<file path="src/rtl/icc_pkg.sv">
`timescale 1ns/1ps
package icc_pkg;
  typedef enum logic [2:0] {
    MODE_TC_FLAG    = 3'd0,
    MODE_ONESHOT    = 3'd1,
    MODE_RATE       = 3'd2,
    MODE_SQUARE     = 3'd3,
    MODE_SW_STROBE  = 3'd4,
    MODE_HW_STROBE  = 3'd5
  } icc_mode_e;

  // codes 6 and 7 fold onto the rate and square modes
  function automatic icc_mode_e fold_mode(input logic [2:0] code);
    if (code[2] && code[1]) return icc_mode_e'({1'b0, code[1:0]});
    return icc_mode_e'(code);
  endfunction
endpackage

</file>
<file path="src/rtl/icc_gate_edge.sv">
`timescale 1ns/1ps
module icc_gate_edge (
  input  logic clk,
  input  logic rst_n,
  input  logic gate,
  output logic rise
);
  logic gate_q;

  // starts high so a gate held high through reset is not seen as an edge
  always_ff @(posedge clk) begin
    if (!rst_n) gate_q <= 1'b1;
    else        gate_q <= gate;
  end

  assign rise = gate & ~gate_q;
endmodule

</file>
<file path="src/rtl/icc_down_counter.sv">
`timescale 1ns/1ps
module icc_down_counter #(
  parameter int CNT_W = 16,
  localparam int EXT_W = CNT_W + 1
) (
  input  logic             clk,
  input  logic             rst_n,
  input  logic             restart,
  input  logic [EXT_W-1:0] start_val,
  input  logic             tick,
  input  logic             periodic,
  output logic [EXT_W-1:0] rem,
  output logic             term,
  output logic             hit
);
  localparam logic [EXT_W-1:0] FULL = EXT_W'(1) << CNT_W;
  localparam logic [EXT_W-1:0] ONE  = EXT_W'(1);

  always_ff @(posedge clk) begin
    if (!rst_n) begin
      rem  <= FULL;
      term <= 1'b0;
      hit  <= 1'b0;
    end else if (restart) begin
      rem  <= start_val;
      term <= 1'b0;
      hit  <= 1'b0;
    end else if (tick) begin
      if (rem == ONE && periodic) begin
        rem <= start_val;
        hit <= 1'b1;
      end else if (rem == ONE && !term) begin
        rem  <= '0;
        term <= 1'b1;
        hit  <= 1'b1;
      end else begin
        hit <= 1'b0;
        if (term) rem <= {1'b0, rem[CNT_W-1:0] - CNT_W'(1)};
        else      rem <= rem - ONE;
      end
    end
  end

  p_term_sticky_r2: assert property (@(posedge clk) disable iff (!rst_n)
    (term && !restart) |=> term);

  p_strobe_single_r6: assert property (@(posedge clk) disable iff (!rst_n)
    (hit && tick && !periodic) |=> !hit);

  p_period_nonzero_r4: assert property (@(posedge clk) disable iff (!rst_n)
    periodic |-> (rem != '0));
endmodule

</file>
<file path="src/rtl/icc_wave_sel.sv">
`timescale 1ns/1ps
module icc_wave_sel
  import icc_pkg::*;
#(
  parameter int CNT_W = 16,
  localparam int EXT_W = CNT_W + 1
) (
  input  icc_mode_e        mode,
  input  logic [EXT_W-1:0] rem,
  input  logic [EXT_W-1:0] period,
  input  logic             term,
  input  logic             hit,
  output logic             out
);
  logic [EXT_W-1:0] half;
  assign half = period >> 1;

  always_comb begin
    unique case (mode)
      MODE_TC_FLAG, MODE_ONESHOT: out = term;
      MODE_SQUARE:                out = (rem > half);
      default:                    out = hit;
    endcase
  end
endmodule

</file>
<file path="src/rtl/interval_counter_channel.sv">
`timescale 1ns/1ps
module interval_counter_channel
  import icc_pkg::*;
#(
  parameter int CNT_W = 16
) (
  input  logic             clk,
  input  logic             rst_n,
  input  logic             tick_en,
  input  logic             gate,
  input  logic             load_stb,
  input  logic [2:0]       load_mode,
  input  logic             load_bcd,
  input  logic [CNT_W-1:0] load_value,
  input  logic             latch_stb,
  output logic             out_level,
  output logic [CNT_W-1:0] cur_count,
  output logic [CNT_W-1:0] held_count,
  output logic             cfg_bcd
);
  localparam int EXT_W = CNT_W + 1;
  localparam logic [EXT_W-1:0] FULL = EXT_W'(1) << CNT_W;

  icc_mode_e        mode_q;
  logic [EXT_W-1:0] period_q;
  logic [EXT_W-1:0] load_ext, start_val, rem;
  logic             gate_rise, retrig, gated, periodic;
  logic             restart, tick_eff, term, hit;

  assign load_ext = {load_value == '0, load_value};

  always_comb begin
    retrig   = (mode_q == MODE_ONESHOT) || (mode_q == MODE_RATE) ||
               (mode_q == MODE_SQUARE)  || (mode_q == MODE_HW_STROBE);
    gated    = (mode_q == MODE_TC_FLAG) || (mode_q == MODE_SW_STROBE);
    periodic = (mode_q == MODE_RATE)    || (mode_q == MODE_SQUARE);
  end

  assign restart   = load_stb | (gate_rise & retrig);
  assign start_val = load_stb ? load_ext : period_q;
  assign tick_eff  = tick_en & (gate | ~gated);

  always_ff @(posedge clk) begin
    if (!rst_n) begin
      mode_q     <= MODE_SQUARE;
      period_q   <= FULL;
      cfg_bcd    <= 1'b0;
      held_count <= '0;
    end else begin
      if (load_stb) begin
        mode_q   <= fold_mode(load_mode);
        period_q <= load_ext;
        cfg_bcd  <= load_bcd;
      end
      if (latch_stb) held_count <= rem[CNT_W-1:0];
    end
  end

  icc_gate_edge u_edge (
    .clk(clk), .rst_n(rst_n), .gate(gate), .rise(gate_rise)
  );

  icc_down_counter #(.CNT_W(CNT_W)) u_cnt (
    .clk(clk), .rst_n(rst_n), .restart(restart), .start_val(start_val),
    .tick(tick_eff), .periodic(periodic), .rem(rem), .term(term), .hit(hit)
  );

  icc_wave_sel #(.CNT_W(CNT_W)) u_wave (
    .mode(mode_q), .rem(rem), .period(period_q), .term(term), .hit(hit),
    .out(out_level)
  );

  assign cur_count = rem[CNT_W-1:0];

  p_load_restart_r11: assert property (@(posedge clk) disable iff (!rst_n)
    load_stb |=> (cur_count == $past(load_value)));

  p_tc_hold_r2: assert property (@(posedge clk) disable iff (!rst_n)
    (mode_q == MODE_TC_FLAG && out_level && !load_stb) |=> out_level);

  p_gate_pause_r10: assert property (@(posedge clk) disable iff (!rst_n)
    (gated && !gate && !restart) |=> $stable(cur_count));
endmodule

</file>
<file path="config.mk">
export PLATFORM = sky130hd
export DESIGN_NAME = interval_counter_channel
export DESIGN_NICKNAME = d
export VERILOG_FILES = /design/src/rtl/icc_pkg.sv /design/src/rtl/icc_gate_edge.sv /design/src/rtl/icc_down_counter.sv /design/src/rtl/icc_wave_sel.sv /design/src/rtl/interval_counter_channel.sv
export SDC_FILE = /design/constraint.sdc
export NUM_CORES = 1
export LEC_CHECK = 0
export BUFFER_PORTS_ARGS = -buffer_cell sky130_fd_sc_hd__buf_2
export CAP_MARGIN = 15
export CORE_UTILIZATION = 55
export DETAILED_ROUTE_END_ITERATION = 7
export PLACE_DENSITY = 0.82
export SETUP_SLACK_MARGIN = 0.5
export SYNTH_ARGS = -nofsm -noshare
export SYNTH_HDL_FRONTEND = slang
export SYNTH_SLANG_ARGS = --single-unit
</file>
<file path="constraint.sdc">
create_clock -name clk -period 2.65 [get_ports clk]
set_clock_uncertainty 0.05 [all_clocks]
set_input_delay 0.53 -clock clk [delete_from_list [all_inputs] [get_ports clk]]
set_output_delay 0.53 -clock clk [all_outputs]
set_load 0.05 [all_outputs]
</file>
# Yosys cells after proc, flatten, opt, wreduce, memory -nomap -nowiden
# Cells that the tools add are included.
word_totals:
  regBits: 57
  output_inout_bits: 34
  elab_cells: 55
op_classes:
  n_addsub: 2
  reduce_logical: 15
  n_lt_le_gt_ge: 1
  muxes: 14
  n_bitwise: 9
  eq_ne: 6
ops:
  columns: ["operator", "n"]
  rows:
  - ["$mux W17", 6]
  - ["$eq A17 B1 Y1 const B", 1]
  - ["$gt A17 B16 Y1", 1]
  - ["$sub A17 B1 Y17 const B", 1]
  - ["$logic_not A16 Y1", 1]
  - ["$sub A16 B1 Y16 const B", 1]
  - ["$eq A3 B2 Y1 const B", 2]
  - ["$eq A3 B3 Y1 const B", 2]
  - ["$mux W3", 2]
  - ["$logic_or A1 B1 Y1", 5]
  - ["$mux W1", 5]
  - ["$not A1 Y1", 4]
  - ["$reduce_or A2 Y1", 2]
  - ["$and A1 B1 Y1", 3]
  - ["$eq A3 B1 Y1 const B", 1]
  - ["$logic_and A1 B1 Y1", 3]
  - ["$logic_not A3 Y1", 1]
  - ["$reduce_and A3 Y1", 1]
  - ["$or A1 B1 Y1", 2]
  - ["$pmux W1 S2", 1]
  - ["$reduce_bool A2 Y1", 1]
  - ["$logic_not A1 Y1", 1]

# Longest topological paths before layout
# Gate-level depths: netlist (run 1).
depth:
  depth_word: 7
  depth_mapped: 11
  ltp_nobuf: 8

# Modules after synthesis
# From an unflattened synthesis (run 1), not the netlist that was laid out.
hier_totals:
  cells_unflattened: 348
  area_unflattened_um2: 3296.9
by_module_without_submodules:
  columns: ["mod", "area_per_inst_um2", "cells_each", "instances"]
  rows:
  - ["interval_counter_channel", 1535.2, 132, 1]
  - ["icc_down_counter", 1265.0, 150, 1]
  - ["icc_wave_sel", 456.7, 63, 1]
  - ["icc_gate_edge", 40.0, 3, 1]

# Worst setup path before layout (run 1)
# OpenSTA, ideal clock, no wires.
synth_path:
  kind: "reg-to-output"
  start: "register u_cnt.rem[15]"
  end: "output out_level"
  arrival_ps: 2021
  path_buffers: 0
  slack_ps: 49
  stages_incl_launch_ff: 8
  path_cell_list: "dfxtp_1 > ha_1 > nand3_1 > nor3b_1 > o21ai_0 > nand3_1 > a31oi_1 > o211ai_1"
synth_via:
  elab_chain_len: 2
synth_rtl:
  columns: ["item", "line", "text"]
  rows:
  - ["start, declared", "icc_down_counter.sv:12", "output logic [EXT_W-1:0] rem,"]
  - ["start signal, assigned", "icc_down_counter.sv:25", "rem <= start_val;"]
  - ["start signal, assigned", "icc_down_counter.sv:30", "rem <= start_val;"]
  - ["start signal, assigned", "icc_down_counter.sv:38", "if (term) rem <= {1'b0, rem[CNT_W-1:0] - CNT_W'(1)};"]
  - ["$gt A17 B16 Y1", "icc_wave_sel.sv:21", "MODE_SQUARE: out = (rem > half);"]
  - ["$pmux W1 S2", "icc_wave_sel.sv:19", "unique case (mode)"]
  - ["end, declared", "interval_counter_channel.sv:16", "output logic out_level,"]
# Every way passes these cells.

# Worst setup path in the final report (run 1)
layout_path:
  start: "register period_q[14]"
  end: "output out_level"
layout_via:
  elab_chain_len: 2
layout_rtl:
  columns: ["item", "line", "text"]
  rows:
  - ["start, declared", "interval_counter_channel.sv:25", "logic [EXT_W-1:0] period_q;"]
  - ["start signal, assigned", "interval_counter_channel.sv:52", "period_q <= load_ext;"]
  - ["$gt A17 B16 Y1", "icc_wave_sel.sv:21", null]
  - ["$pmux W1 S2", "icc_wave_sel.sv:19", null]
# Every way passes these cells.

==> results of run 1 <==
## metrics by stage
stage	instance area, µm²	setup slack (ps)	TNS, ps
2_1_floorplan	3140	168	0
3_3_place_gp	3400	193	0
3_5_place_dp	3400	162	0
4_1_cts	3730	44.6	0
5_1_grt	3830	-84.8	-84.8
6_report	3830	29.8	0
## path summary, 6_finish.rpt
path,endpoint,slack (ps)
hold / removal,mode_q[0]$_SDFFE_PN1P_,350
setup / recovery,out_level,30
setup reg to reg,u_cnt.rem[4]$_SDFFE_PN0P_,490
hold reg to reg,u_cnt.hit$_SDFFE_PP0P_,440
## power by group through the flow
| stage | sequential, mW | clock, mW | combinational, mW |
|---|---|---|---|
| 2_1_floorplan | 1.04 | 0 | 0.511 |
| 3_3_place_gp | 1.01 | 0 | 0.688 |
| 3_5_place_dp | 1.01 | 0 | 0.702 |
| 4_1_cts | 0.992 | 0.815 | 0.750 |
| 5_1_grt | 1.01 | 0.849 | 0.874 |
| 6_report | 0.999 | 0.804 | 0.821 |
## cells by family (layout without fill, tap and decap cells)
| group | after synthesis | after routing |
|---|---|---|
| DFF | 57 | 57 |
| buffers and inverters | 57 | 113 |
| AOI/OAI and AO/OA | 72 | 73 |
| adders and majority gates | 18 | 18 |
| muxes | 34 | 34 |
| xor gates and xnor gates | 1 | 1 |
| and+or+nand+nor | 123 | 123 |
## Yosys cell counts (2+ instances only)
library cell                instances  area (µm²)
sky130_fd_sc_hd__clkbuf_1          10        37.5
sky130_fd_sc_hd__buf_6              2        22.5
sky130_fd_sc_hd__ha_1              18         225
sky130_fd_sc_hd__dfxtp_1           57        1140
sky130_fd_sc_hd__nor4_2             2        25.0
sky130_fd_sc_hd__nor4_1             8        50.1
sky130_fd_sc_hd__nand2b_1           5        31.3
sky130_fd_sc_hd__and2_1             2        12.5
sky130_fd_sc_hd__nor2b_1            4        25.0
sky130_fd_sc_hd__buf_2              6        30.0
sky130_fd_sc_hd__a32o_1             5        50.1
sky130_fd_sc_hd__nor3_1             7        35.0
sky130_fd_sc_hd__o21ai_0            9        45.0
sky130_fd_sc_hd__o21ai_1           10        50.1
sky130_fd_sc_hd__nand3_1            9        45.0
sky130_fd_sc_hd__a211o_1            2        17.5
sky130_fd_sc_hd__and3_1             2        12.5
sky130_fd_sc_hd__buf_4             17         128
sky130_fd_sc_hd__nand4_1            4        25.0
sky130_fd_sc_hd__nor2_1            49         184
sky130_fd_sc_hd__a21oi_1           12        60.1
sky130_fd_sc_hd__a2bb2oi_1          3        26.3
sky130_fd_sc_hd__o32a_1             2        20.0
sky130_fd_sc_hd__o211ai_1           2        15.0
sky130_fd_sc_hd__a31oi_1            4        25.0
sky130_fd_sc_hd__o221a_1            2        22.5
sky130_fd_sc_hd__nand2_1           21        78.8
sky130_fd_sc_hd__nor3b_1            2        15.0
sky130_fd_sc_hd__a211oi_1           2        15.0
sky130_fd_sc_hd__or3_1              4        25.0
sky130_fd_sc_hd__inv_1             20        75.1
sky130_fd_sc_hd__mux2i_1           34         340
sky130_fd_sc_hd__o22ai_1            6        37.5
sky130_fd_sc_hd__o31ai_1            2        15.0
sky130_fd_sc_hd__a21o_1             3        22.5
## timing repair
action,4_1_cts,5_1_grt
resized for setup,28,27
cloned,0,1
setup endpoints to repair,16,16
setup buffers,4,0
pin swaps,10,12
## critical path: stages, from the launching register on
cell and delay, ps:
sky130_fd_sc_hd__dfxtp_2 340, sky130_fd_sc_hd__inv_2 40, sky130_fd_sc_hd__ha_4 280, sky130_fd_sc_hd__nand3_4 80
sky130_fd_sc_hd__nor3b_4 240, sky130_fd_sc_hd__nand2_1 140, sky130_fd_sc_hd__o311ai_2 240, sky130_fd_sc_hd__o211ai_1 130
sky130_fd_sc_hd__buf_4 210
## flip-flops by register name, indices dropped and copies added, names as in the netlist
| name | cells |
|---|---|
| cfg_bcd | 1 |
| u_cnt.term | 1 |
| u_edge.gate_q | 1 |
| u_cnt.hit | 1 |
| period_q | 17 |
| mode_q | 3 |
| held_count | 16 |
| u_cnt.rem | 17 |
## metal layers
layer,track usage,vias up,part of all wire
met1,0.359,1470,0.41
li1,-,1385,-
met4,0.134,0,0.033
met2,0.473,180,0.47
met3,0.0762,32,0.083
met5,0,-,0
## cell type report
type,instances,area share
clock inverters,6,0.0150
repair buffers,76,0.111
inverters,21,0.0206
flip-flops and latches,57,0.307
clock buffers,10,0.0359
well taps,72,0.0235
multi-input cells,249,0.487
==> summary.md, run 1 <==
| Metric | Value |
|---|---|
| Status | complete, no violations |
| Arrival time of the worst setup path | 2040 ps |
| Buffer levels on the longest clock path | 2 |
| Utilization after layout | 0.700 |
| Launch point of the critical path | period_q[14]$_SDFF_PN0_ |
| Average wire length per cell after detail routing | 18.1 µm |
| Headroom to the max-slew limit | 0.580 |
| Post-synthesis cell type count | 50 |
| Clock tree from TritonCTS | done |
| Post-synthesis compound-gate area fraction | 0.160 |
| Critical path data required time | 2070 ps |
| Wire length of the first global-routing pass | 13400 µm |
| Combined flip-flop and latch cell area | 1180 µm² |
| Pin count of the biggest net entering global routing | 23 |
| Mean Syn Cell Area | 8.60 µm² |
| Die ar. | 5960 µm² |
| Routed Wire Length | 8900 µm |
| I/O Pins | 60 |
| Layout cell share with drive strength beyond 1 | 0.348 |
| Total Nets Final | 458 |
| Initial core utilization | 0.569 |
| Power share of the combinational group | 0.313 |
| Number of cells in the finished layout apart from fillers | 491 |
| Number of instances in the placed design | 470 |
| Share of the cycle needed by the critical path after routing | 0.989 |
| Total power divided by cell area | 685 nW/µm² |
| Simple-gate share of the synthesized area | 0.192 |
| Largest fanout of any net on the critical path | 3 |
| Number of warnings reported in the yosys synthesis log | 0 |
| Cells after synthesis | 362 |
| Area of the mapped netlist | 3110 µm² |
| Worst Setup Path Type | register to output pin |
| Num rows | 27 |
| Htree depth | 3 |
| Standard cell core area | 5470 µm² |
| Sequential-to-total area share from yosys stat | 0.367 |
| Final antenna-violating net count | 0 |
| Number of flip-flops and latches in the synthesized netlist | 57 |
| Via count of the routed design | 3067 |
| Final RePlAce weighted congestion | 0.953 |
| Count of buffers inserted at the top-level ports | 59 |
| Die width | 77.2 µm |
| Antenna diode count | 0 |
| Cell at the root of the clock tree | sky130_fd_sc_hd__clkbuf_8 |
| Drt initial violations | 422 |
| Overall Power | 2.62 mW |
| Internal Dissipation | 1.68 mW |
| Transition time at the pin with the least slew margin | 624 ps |
| Leftover overflow at the end of global routing | 0 |
| Vias per inst | 6.25 |
| Detailed placer's ending HPWL | 5710 µm |
| Worst hold path stage count | 3 |
| Clock sinks | 57 |
| Share of the synthesized netlist area taken by xor and xnor gates | 0.00281 |
| Hold bufs inserted after CTS | 0 |
| Overall die height | 77.2 µm |
| Multi-input logic area | 1860 µm² |
| Worst Hold Margin | 353 ps |
| Antenna violations before repair | 0 |
| TritonRoute pass-1 iters | 5 |
| Share of total power in sequential cells | 0.381 |
| Synthesized netlist net count | 406 |
| Switching power as a share of total power | 0.359 |
| Post-layout min period | 2620 ps |
| Final number of hold-violating endpoints | 0 |
| Clock transition at path regs | 70 ps |
| Most common cell after layout, fill and taps aside | sky130_fd_sc_hd__buf_2 |
| Leak pwr | 1.73 nW |
| Clock insertion delay at the later pin of the skew report | 350 ps |
| Critical hold path startpoint | load_mode[0] |
| Unrepaired setup endpoints after global routing | true |
| Worst voltage drop across the vdd grid | 0.389 mV |
| Share of total power in the clock network | 0.306 |
| R2R cell count | 7 |
| Multiplexer share of the synthesized area | 0.109 |
| Vias in the first global route | 2773 |
| Ys async rst share | 0 |
| Critical path capture point type | output pin |
| Count of pins over their slew limit | 0 |
| Area growth from synthesis to layout | 23.1% |
| Most frequent cells in the layout | sky130_fd_sc_hd__buf_2 (58), sky130_fd_sc_hd__nor2_1 (48), sky130_fd_sc_hd__dfxtp_1 (38) |
| Number of buffers inserted during clock tree synthesis | 9 |
| Area share of fa/ha/maj cells after synthesis | 0.0724 |
| Maxcap violations | 0 |
| Number of enable-type register cells in the synthesized netlist | 0 |
| Sw power | 942 µW |
| Largest family of logic cells by synthesized area | simple AND/OR/NAND/NOR gates |
| Overall fraction of global-route tracks in use | 0.292 |
| Upper clock frequency limit | 382 MHz |
| Worst Hold Class | input pin to register |
| Worst reg2reg startpoint | u_cnt.rem[6]$_SDFFE_PN0P_ |
| Predominant post-synthesis flop cell | sky130_fd_sc_hd__dfxtp_1 |
| Critical path launch point type | register |
| DRC Markers | 0 |
| Layout fillers | 425 |
| Number of setup violations in the final report | 0 |
No activity file was read; power rests on OpenSTA's default activity.
==> run 2: changes to the inputs <==
Settings changed: BUFFER_PORTS_ARGS -buffer_cell sky130_fd_sc_hd__buf_2 to -buffer_cell sky130_fd_sc_hd__buf_4, CORE_UTILIZATION 55 to 56, PLACE_DENSITY 0.82 to 0.83, SYNTH_HIERARCHICAL set to 1.
==> run 2 against run 1 <==
Net effect:
- critical path depth is the same
- via count is 3.9% higher
- critical endpoint unchanged
- the run now ends with setup timing left
- non-clock buffer count increased by 4
- worst setup slack worse by 160 ps
- die area grew 4.0%
==> summary.md, run 2 <==
| Metric | Value |
|---|---|
| Status | finished with violations |
| Violations in the final reports | setup timing |
| Vias per inst | 6.32 |
| Final antenna-violating net count | 0 |
| Largest fanout of any net on the critical path | 3 |
| Detailed placer's ending HPWL | 6360 µm |
| Hold bufs inserted after CTS | 0 |
| Number of enable-type register cells in the synthesized netlist | 0 |
| Pin count of the biggest net entering global routing | 58 |
| Transition time at the pin with the least slew margin | 494 ps |
| Clock sinks | 57 |
| Dominant cells by area after synthesis | sky130_fd_sc_hd__dfxtp_1 (35%), sky130_fd_sc_hd__ha_1 (6.8%), sky130_fd_sc_hd__mux2_4 (6.4%) |
| Vias in the first global route | 3082 |
| Num rows | 27 |
| Arrival time of the worst setup path | 2200 ps |
| Clock tree from TritonCTS | done |
| Worst hold path stage count | 2 |
| Cell area after placement | 3880 µm² |
| Htree depth | 3 |
| Most common cell after layout, fill and taps aside | sky130_fd_sc_hd__buf_4 |
| Share of the cycle needed by the critical path after routing | 1.05 |
| Utilization after layout | 0.779 |
| Area of the mapped netlist | 3300 µm² |
| Portion of synthesized cell area occupied by the leading cell type | 0.346 |
| Die width | 78.7 µm |
| Post-synthesis cell type count | 62 |
| Standard cell core area | 5570 µm² |
| Headroom to the max-slew limit | 0.671 |
| Max stage delay on crit path | 350 ps |
| TritonRoute pass-1 iters | 5 |
| R2R cell count | 7 |
| Post-route worst setup slack | -125 ps |
| Critical path capture point type | output pin |
| Number of buffers inserted during clock tree synthesis | 9 |
| Post-layout min period | 2780 ps |
| Total power divided by cell area | 628 nW/µm² |
| Final number of hold-violating endpoints | 0 |
| Leak pwr | 1.85 nW |
| Clock transition at path regs | 70 ps |
| Synthesized netlist net count | 392 |
| Via count of the routed design | 3187 |
| Critical path launch point type | register |
| Final RePlAce weighted congestion | 0.967 |
| Number of setup violations in the final report | 1 |
| Registers with the highest flip-flop counts | period_q: 17 flops, u_cnt/rem: 17 flops, held_count: 16 flops |
| Count of buffers inserted at the top-level ports | 59 |
| Upper clock frequency limit | 360 MHz |
| Overall fraction of global-route tracks in use | 0.329 |
| Area growth from synthesis to layout | 31.7% |
| Ys async rst share | 0 |
| Number of flip-flops and latches in the synthesized netlist | 57 |
| Worst voltage drop across the vdd grid | 0.399 mV |
| Initial core utilization | 0.591 |
| Drt initial violations | 371 |
| Most frequent cell after synthesis | sky130_fd_sc_hd__dfxtp_1 |
| Critical path data required time | 2070 ps |
| Unrepaired setup endpoints after global routing | true |
| Sequential-to-total area share from yosys stat | 0.346 |
| Count of pins over their slew limit | 0 |
| Most frequent cells in the layout | sky130_fd_sc_hd__buf_4 (78), sky130_fd_sc_hd__dfxtp_1 (35), sky130_fd_sc_hd__nand2_1 (25) |
| Layout fillers | 356 |
| Slowest-stage cell, CP | sky130_fd_sc_hd__dfxtp_1 |
| Critical path, cell by cell | inv_1 -> ha_4 -> nand4_1 -> nor3_2 -> a2111oi_2 -> o2111ai_1 -> a31o_2 -> buf_8 |
| Mean Syn Cell Area | 9.47 µm² |
| Overall die height | 78.7 µm |
| Average wire length per cell after detail routing | 20.4 µm |
| List of most frequent post-synthesis cells | sky130_fd_sc_hd__dfxtp_1 (57), sky130_fd_sc_hd__nand2_1 (26), sky130_fd_sc_hd__nor2b_1 (23) |
| Maxcap violations | 0 |
| Leftover overflow at the end of global routing | 0 |
| Cells after synthesis | 348 |
| Buffer levels on the longest clock path | 2 |
| Antenna violations before repair | 0 |
| Worst Setup Path Type | register to output pin |
| Number of warnings reported in the yosys synthesis log | 6 |
| Total Nets Final | 471 |
| DRC Markers | 0 |
| Cell type with the largest total area after synthesis | sky130_fd_sc_hd__dfxtp_1 |
| Wire length of the first global-routing pass | 15200 µm |
| Cell area after layout | 4340 µm² |
| Antenna diode count | 0 |
| Worst Hold Class | input pin to register |
| Routed Wire Length | 10300 µm |
| Die ar. | 6200 µm² |
| Clock insertion delay at the later pin of the skew report | 340 ps |
| Layout cell share with drive strength beyond 1 | 0.391 |
| Predominant post-synthesis flop cell | sky130_fd_sc_hd__dfxtp_1 |
| I/O Pins | 60 |
| Cell at the root of the clock tree | sky130_fd_sc_hd__clkbuf_8 |
-- run 2: per-layer routing --
metal  up-vias  routed length, µm  track usage  share of wire
li1       1422                  -            -              -
met4         0                522        0.202          0.051
met3        56                985       0.0828          0.096
met5         -                  0            0              0
met2       220               4790        0.530           0.47
met1      1489               3990        0.392           0.39
-- run 2: stage by stage --
stage | hold slack [ps] | std cells | total power [mW] | worst slack (ps) | TNS [ps]
after floorplan | 400 | 348 | 1.55 | 420 | 0
after global placement | 422 | 478 | 1.78 | 331 | 0
after detailed placement | 451 | 478 | 1.80 | 284 | 0
after CTS | 332 | 502 | 2.66 | 18.4 | 0
after global routing | 351 | 504 | 2.82 | -192 | -192
final | 341 | 504 | 2.73 | -125 | -125
-- run 2: where the power goes --
part	internal (mW)	leakage (nW)	switching (mW)	total, mW
registers	0.922	0.478	0.0816	1.00
logic	0.391	1.27	0.541	0.932
clock network	0.445	0.102	0.348	0.793
-- run 2: cells by family (layout without fill, tap and decap cells) --
family | Yosys count | count (layout) | synth area share
mux | 39 | 39 | 0.142
simple gates | 127 | 127 | 0.230
buf+inv | 36 | 120 | 0.0501
fa+ha+maj | 18 | 18 | 0.0683
compound gates | 70 | 70 | 0.161
xor+xnor | 1 | 1 | 0.00266
flops | 57 | 57 | 0.346
-- run 2: worst paths after layout --
| check | startpoint | end | slack (ps) |
|---|---|---|---|
| worst max-delay path | period_q[7]$_SDFF_PN0_ | out_level | -130 |
| worst min-delay path | gate | u_edge/gate_q$_SDFF_PN1_ | 340 |
| worst max register to register | u_cnt/rem[1]$_SDFFE_PN0P_ | u_cnt/rem[12]$_SDFFE_PN0P_ | 490 |
| worst min register to register | held_count[13]$_SDFFE_PN0P_ | held_count[13]$_SDFFE_PN0P_ | 470 |
-- run 2: layout make-up --
cell class	instances	area (µm²)	share of cell area
multi-input combinational	255	2170	0.499
clock inverter	2	10.0	0.00231
clock buffer	14	184	0.0424
tap	72	90.1	0.0207
sequential	57	1190	0.274
inverter	24	90.1	0.0207
timing repair buffer	80	612	0.141
-- run 2: critical path, delay by kind of cell, from the launching register on --
family                     cells  cell delay, ps
DFF                            1             350
AOI/OAI and AO/OA              3             530
buffers and inverters          2             230
and+or+nand+nor                2             460
adders and majority gates      1             280
-- run 2: what timing repair did --
action,4_1_cts,5_1_grt
pin swaps,10,8
gates resized for setup,19,10
setup endpoints to repair,3,10
setup buffers,8,2
==> run 3: changes to the inputs <==
Settings changed: ABC_AREA set to 1.
==> run 3 against run 2 <==
Net effect:
- the flow now finishes without violations
- sequential share of layout area fell by 0.12 points
- count of clock-buffer cells in the layout fell by 1
- synthesized cell count rose by 42%
- worst hold slack improved by 8.8 ps
- critical path depth rose by 2
- die area rose by 1.4%
- sequential cell count did not move
- register-to-register slack improved by 210 ps
- global-route usage rose by 1.6 points
- non-clock buffer count fell by 2
- final area rose by 2.7%
- critical path type unchanged
==> summary.md, run 3 <==
| Metric | Value |
|---|---|
| Drt initial violations | 416 |
| Largest family of logic cells by synthesized area | simple AND/OR/NAND/NOR gates |
| Buffer levels on the longest clock path | 2 |
| Via count of the routed design | 3683 |
| Overall die height | 79.3 µm |
| Switching power as a share of total power | 0.387 |
| Die ar. | 6290 µm² |
| Wire length of the first global-routing pass | 16500 µm |
| Htree depth | 3 |
| Unrepaired setup endpoints after global routing | true |
| Number of enable-type register cells in the synthesized netlist | 0 |
| Sequential-to-total area share from yosys stat | 0.341 |
| Number of setup violations in the final report | 0 |
| Worst voltage drop across the vdd grid | 0.379 mV |
| Global routing usage on met2 | 0.611 |
| Post-synthesis cell type count | 33 |
| Most common cell after layout, fill and taps aside | sky130_fd_sc_hd__nand2_1 |
| Area share of fa/ha/maj cells after synthesis | 0.0673 |
| GR Util met3 | 0.0805 |
| Power share of the combinational group | 0.366 |
| Number of flip-flops and latches in the synthesized netlist | 57 |
| Worst Setup Path Type | register to output pin |
| Final RePlAce weighted congestion | 0.883 |
| Leftover overflow at the end of global routing | 0 |
| Buffers plus inverters on the worst setup path | 2 |
| Clock sinks | 57 |
| Critical path, cell by cell | inv_2 -> ha_4 -> nand2_4 -> nor2_4 -> and2_4 -> nand3b_1 -> nand3_2 -> nand2_2 -> nand2_2 -> buf_8 |
| Registers with the highest flip-flop counts | period_q: 17 flops, u_cnt/rem: 17 flops, held_count: 16 flops |
| TritonRoute pass-1 iters | 6 |
| Antenna diode count | 0 |
| Multiplexer share of the synthesized area | 0 |
| Upper clock frequency limit | 424 MHz |
| Largest fanout of any net on the critical path | 3 |
| Clock tree from TritonCTS | done |
| Cells after synthesis | 494 |
| Slowest-stage cell, CP | sky130_fd_sc_hd__dfxtp_2 |
| Area growth from synthesis to layout | 33.3% |
| Post-route worst setup slack | 290 ps |
| Most used cell, CP | sky130_fd_sc_hd__nand2_2 |
| Critical path launch point type | register |
| Max stage delay on crit path | 340 ps |
| Setup total negative slack | 0 ps |
| Cell type with the largest total area after synthesis | sky130_fd_sc_hd__dfxtp_1 |
| Post-layout min period | 2360 ps |
| Status | complete, no violations |
| Final antenna-violating net count | 0 |
| Vias in the first global route | 3562 |
| Final number of hold-violating endpoints | 0 |
| Synthesized netlist net count | 538 |
| Count of buffers inserted at the top-level ports | 59 |
| Transition time at the pin with the least slew margin | 580 ps |
| Most frequent cells in the layout | sky130_fd_sc_hd__nand2_1 (104), sky130_fd_sc_hd__buf_4 (77), sky130_fd_sc_hd__nor2_1 (69) |
| Post-synthesis compound-gate area fraction | 0.173 |
| Arrival time of the worst setup path | 1780 ps |
| Number of warnings reported in the yosys synthesis log | 6 |
| Dominant cells by area after synthesis | sky130_fd_sc_hd__dfxtp_1 (34%), sky130_fd_sc_hd__nand2_1 (13%), sky130_fd_sc_hd__nor2_1 (8.0%) |
| Overall Power | 2.74 mW |
| Pin count of the biggest net entering global routing | 40 |
| List of most frequent post-synthesis cells | sky130_fd_sc_hd__nand2_1 (119), sky130_fd_sc_hd__nor2_1 (71), sky130_fd_sc_hd__dfxtp_1 (57), sky130_fd_sc_hd__inv_1 (57), sky130_fd_sc_hd__a21oi_1 (45) |
| Maxcap violations | 0 |
| Number of buffers inserted during clock tree synthesis | 9 |
| Simple-gate share of the synthesized area | 0.295 |
| Total power divided by cell area | 616 nW/µm² |
| Predominant post-synthesis flop cell | sky130_fd_sc_hd__dfxtp_1 |
| DRC Markers | 0 |
| Vias per inst | 5.70 |
| Share of total power in sequential cells | 0.362 |
| Top delay family on crit path | simple AND/OR/NAND/NOR gates |
| Routed Wire Length | 10600 µm |
| Num rows | 27 |
| Portion of synthesized cell area occupied by the leading cell type | 0.341 |
| Total Nets Final | 613 |
| Layer carrying the most global-route usage | met2 |
| Leak pwr | 2.06 nW |
| Clock insertion delay at the later pin of the skew report | 340 ps |
| Count of pins over their slew limit | 0 |
| I/O Pins | 60 |
| GRT met1 Usage | 0.385 |
| Cell at the root of the clock tree | sky130_fd_sc_hd__clkbuf_8 |
| Average wire length per cell after detail routing | 16.3 µm |
| Cell area after placement | 3820 µm² |
| Initial core utilization | 0.593 |
| Critical path capture point type | output pin |
| Internal Dissipation | 1.68 mW |
| Most frequent cell after synthesis | sky130_fd_sc_hd__nand2_1 |
| Overall fraction of global-route tracks in use | 0.345 |
| Sw power | 1.06 mW |
| Cell area after layout | 4460 µm² |
| Setup slack after placement | 402 ps |
| Hold bufs inserted after CTS | 0 |
| Clock transition at path regs | 70 ps |
| Area of the mapped netlist | 3340 µm² |
| Critical path data required time | 2070 ps |
| Detailed placer's ending HPWL | 6750 µm |
| Ys async rst share | 0 |
| Layout cell share with drive strength beyond 1 | 0.361 |
| Antenna violations before repair | 0 |
| Die width | 79.3 µm |
| Share of total power in the clock network | 0.272 |
| Worst Hold Class | input pin to register |
| Standard cell core area | 5640 µm² |
| Share of the cycle needed by the critical path after routing | 0.891 |
| Mean Syn Cell Area | 6.77 µm² |
| Share of the synthesized netlist area taken by xor and xnor gates | 0.0236 |
| Headroom to the max-slew limit | 0.613 |
run 3: cell types whose count changed in the layout (fill, tap and decap cells not counted), moves of 21 or more:
| cell | change |
|---|---|
| sky130_fd_sc_hd__o21ai_0 | +26 |
| sky130_fd_sc_hd__a21oi_1 | +34 |
| sky130_fd_sc_hd__inv_1 | +21 |
| sky130_fd_sc_hd__nor2_1 | +49 |
| sky130_fd_sc_hd__nand2_1 | +79 |
| sky130_fd_sc_hd__nor2b_1 | -23 |
run 3: logic make-up (layout without fill, tap and decap cells):
group                    count (synthesis)  count (layout)
AO/OA/AOI/OAI                          101             101
XOR/XNOR                                 9               9
adder cells (fa/ha/maj)                 18              18
buffers and inverters                   76             156
flip-flops                              57              57
AND/OR/NAND/NOR                        233             233
run 3: worst paths after layout:
path / start / slack (ps) / cells past startpoint / endpoint
worst min register to register: period_q[0]$_SDFF_PN0_ / 420 / 2 / period_q[0]$_SDFF_PN0_
worst max register to register: mode_q[1]$_SDFFE_PN1P_ / 700 / 9 / u_cnt/rem[3]$_SDFFE_PN0P_
worst max-delay path: period_q[15]$_SDFF_PN0_ / 290 / 10 / out_level
worst min-delay path: load_mode[0] / 350 / 3 / mode_q[0]$_SDFFE_PN1P_
run 3: stage by stage:
stage	std cells	hold slack (ps)	utilization
6_report	646	349	0.790
5_1_grt	646	359	0.790
4_1_cts	644	349	0.775
3_5_place_dp	614	418	0.677
3_3_place_gp	614	406	0.677
2_1_floorplan	494	401	-
run 3: timing repair:
item,4_1_cts,5_1_grt
pin swaps,21,17
cloned,0,0
setup buffers,14,2
setup endpoints to repair,1,12
resized for setup,72,18
run 3: tightest hold or removal path, stage by stage:
cell,delay (ps)
sky130_fd_sc_hd__buf_4,80
sky130_fd_sc_hd__nand2_1,40
sky130_fd_sc_hd__nand3_1,60
run 3: power groups by stage:
| stage | sequential [mW] | clock, mW | combinational, mW |
|---|---|---|---|
| 2_1_floorplan | 1.16 | 0 | 0.432 |
| 3_3_place_gp | 1.02 | 0 | 0.765 |
| 3_5_place_dp | 1.03 | 0 | 0.786 |
| 4_1_cts | 0.991 | 0.741 | 0.925 |
| 5_1_grt | 0.999 | 0.789 | 1.07 |
| 6_report | 0.993 | 0.747 | 1.00 |
run 3: routing by layer:
layer  up-vias  share of wire
met5         -              0
met4         0          0.046
met3        50          0.080
met2       200           0.50
met1      1700           0.37
li1       1733              -
run 3: cell type report:
cell class	instances	area, µm²
Fill cell	386	1180
Sequential cell	57	1210
Clock buffer	13	159
Inverter	62	233
Tap cell	72	90.1
Multi-Input combinational cell	361	2150
Timing Repair Buffer	78	593
Clock inverter	3	15.0
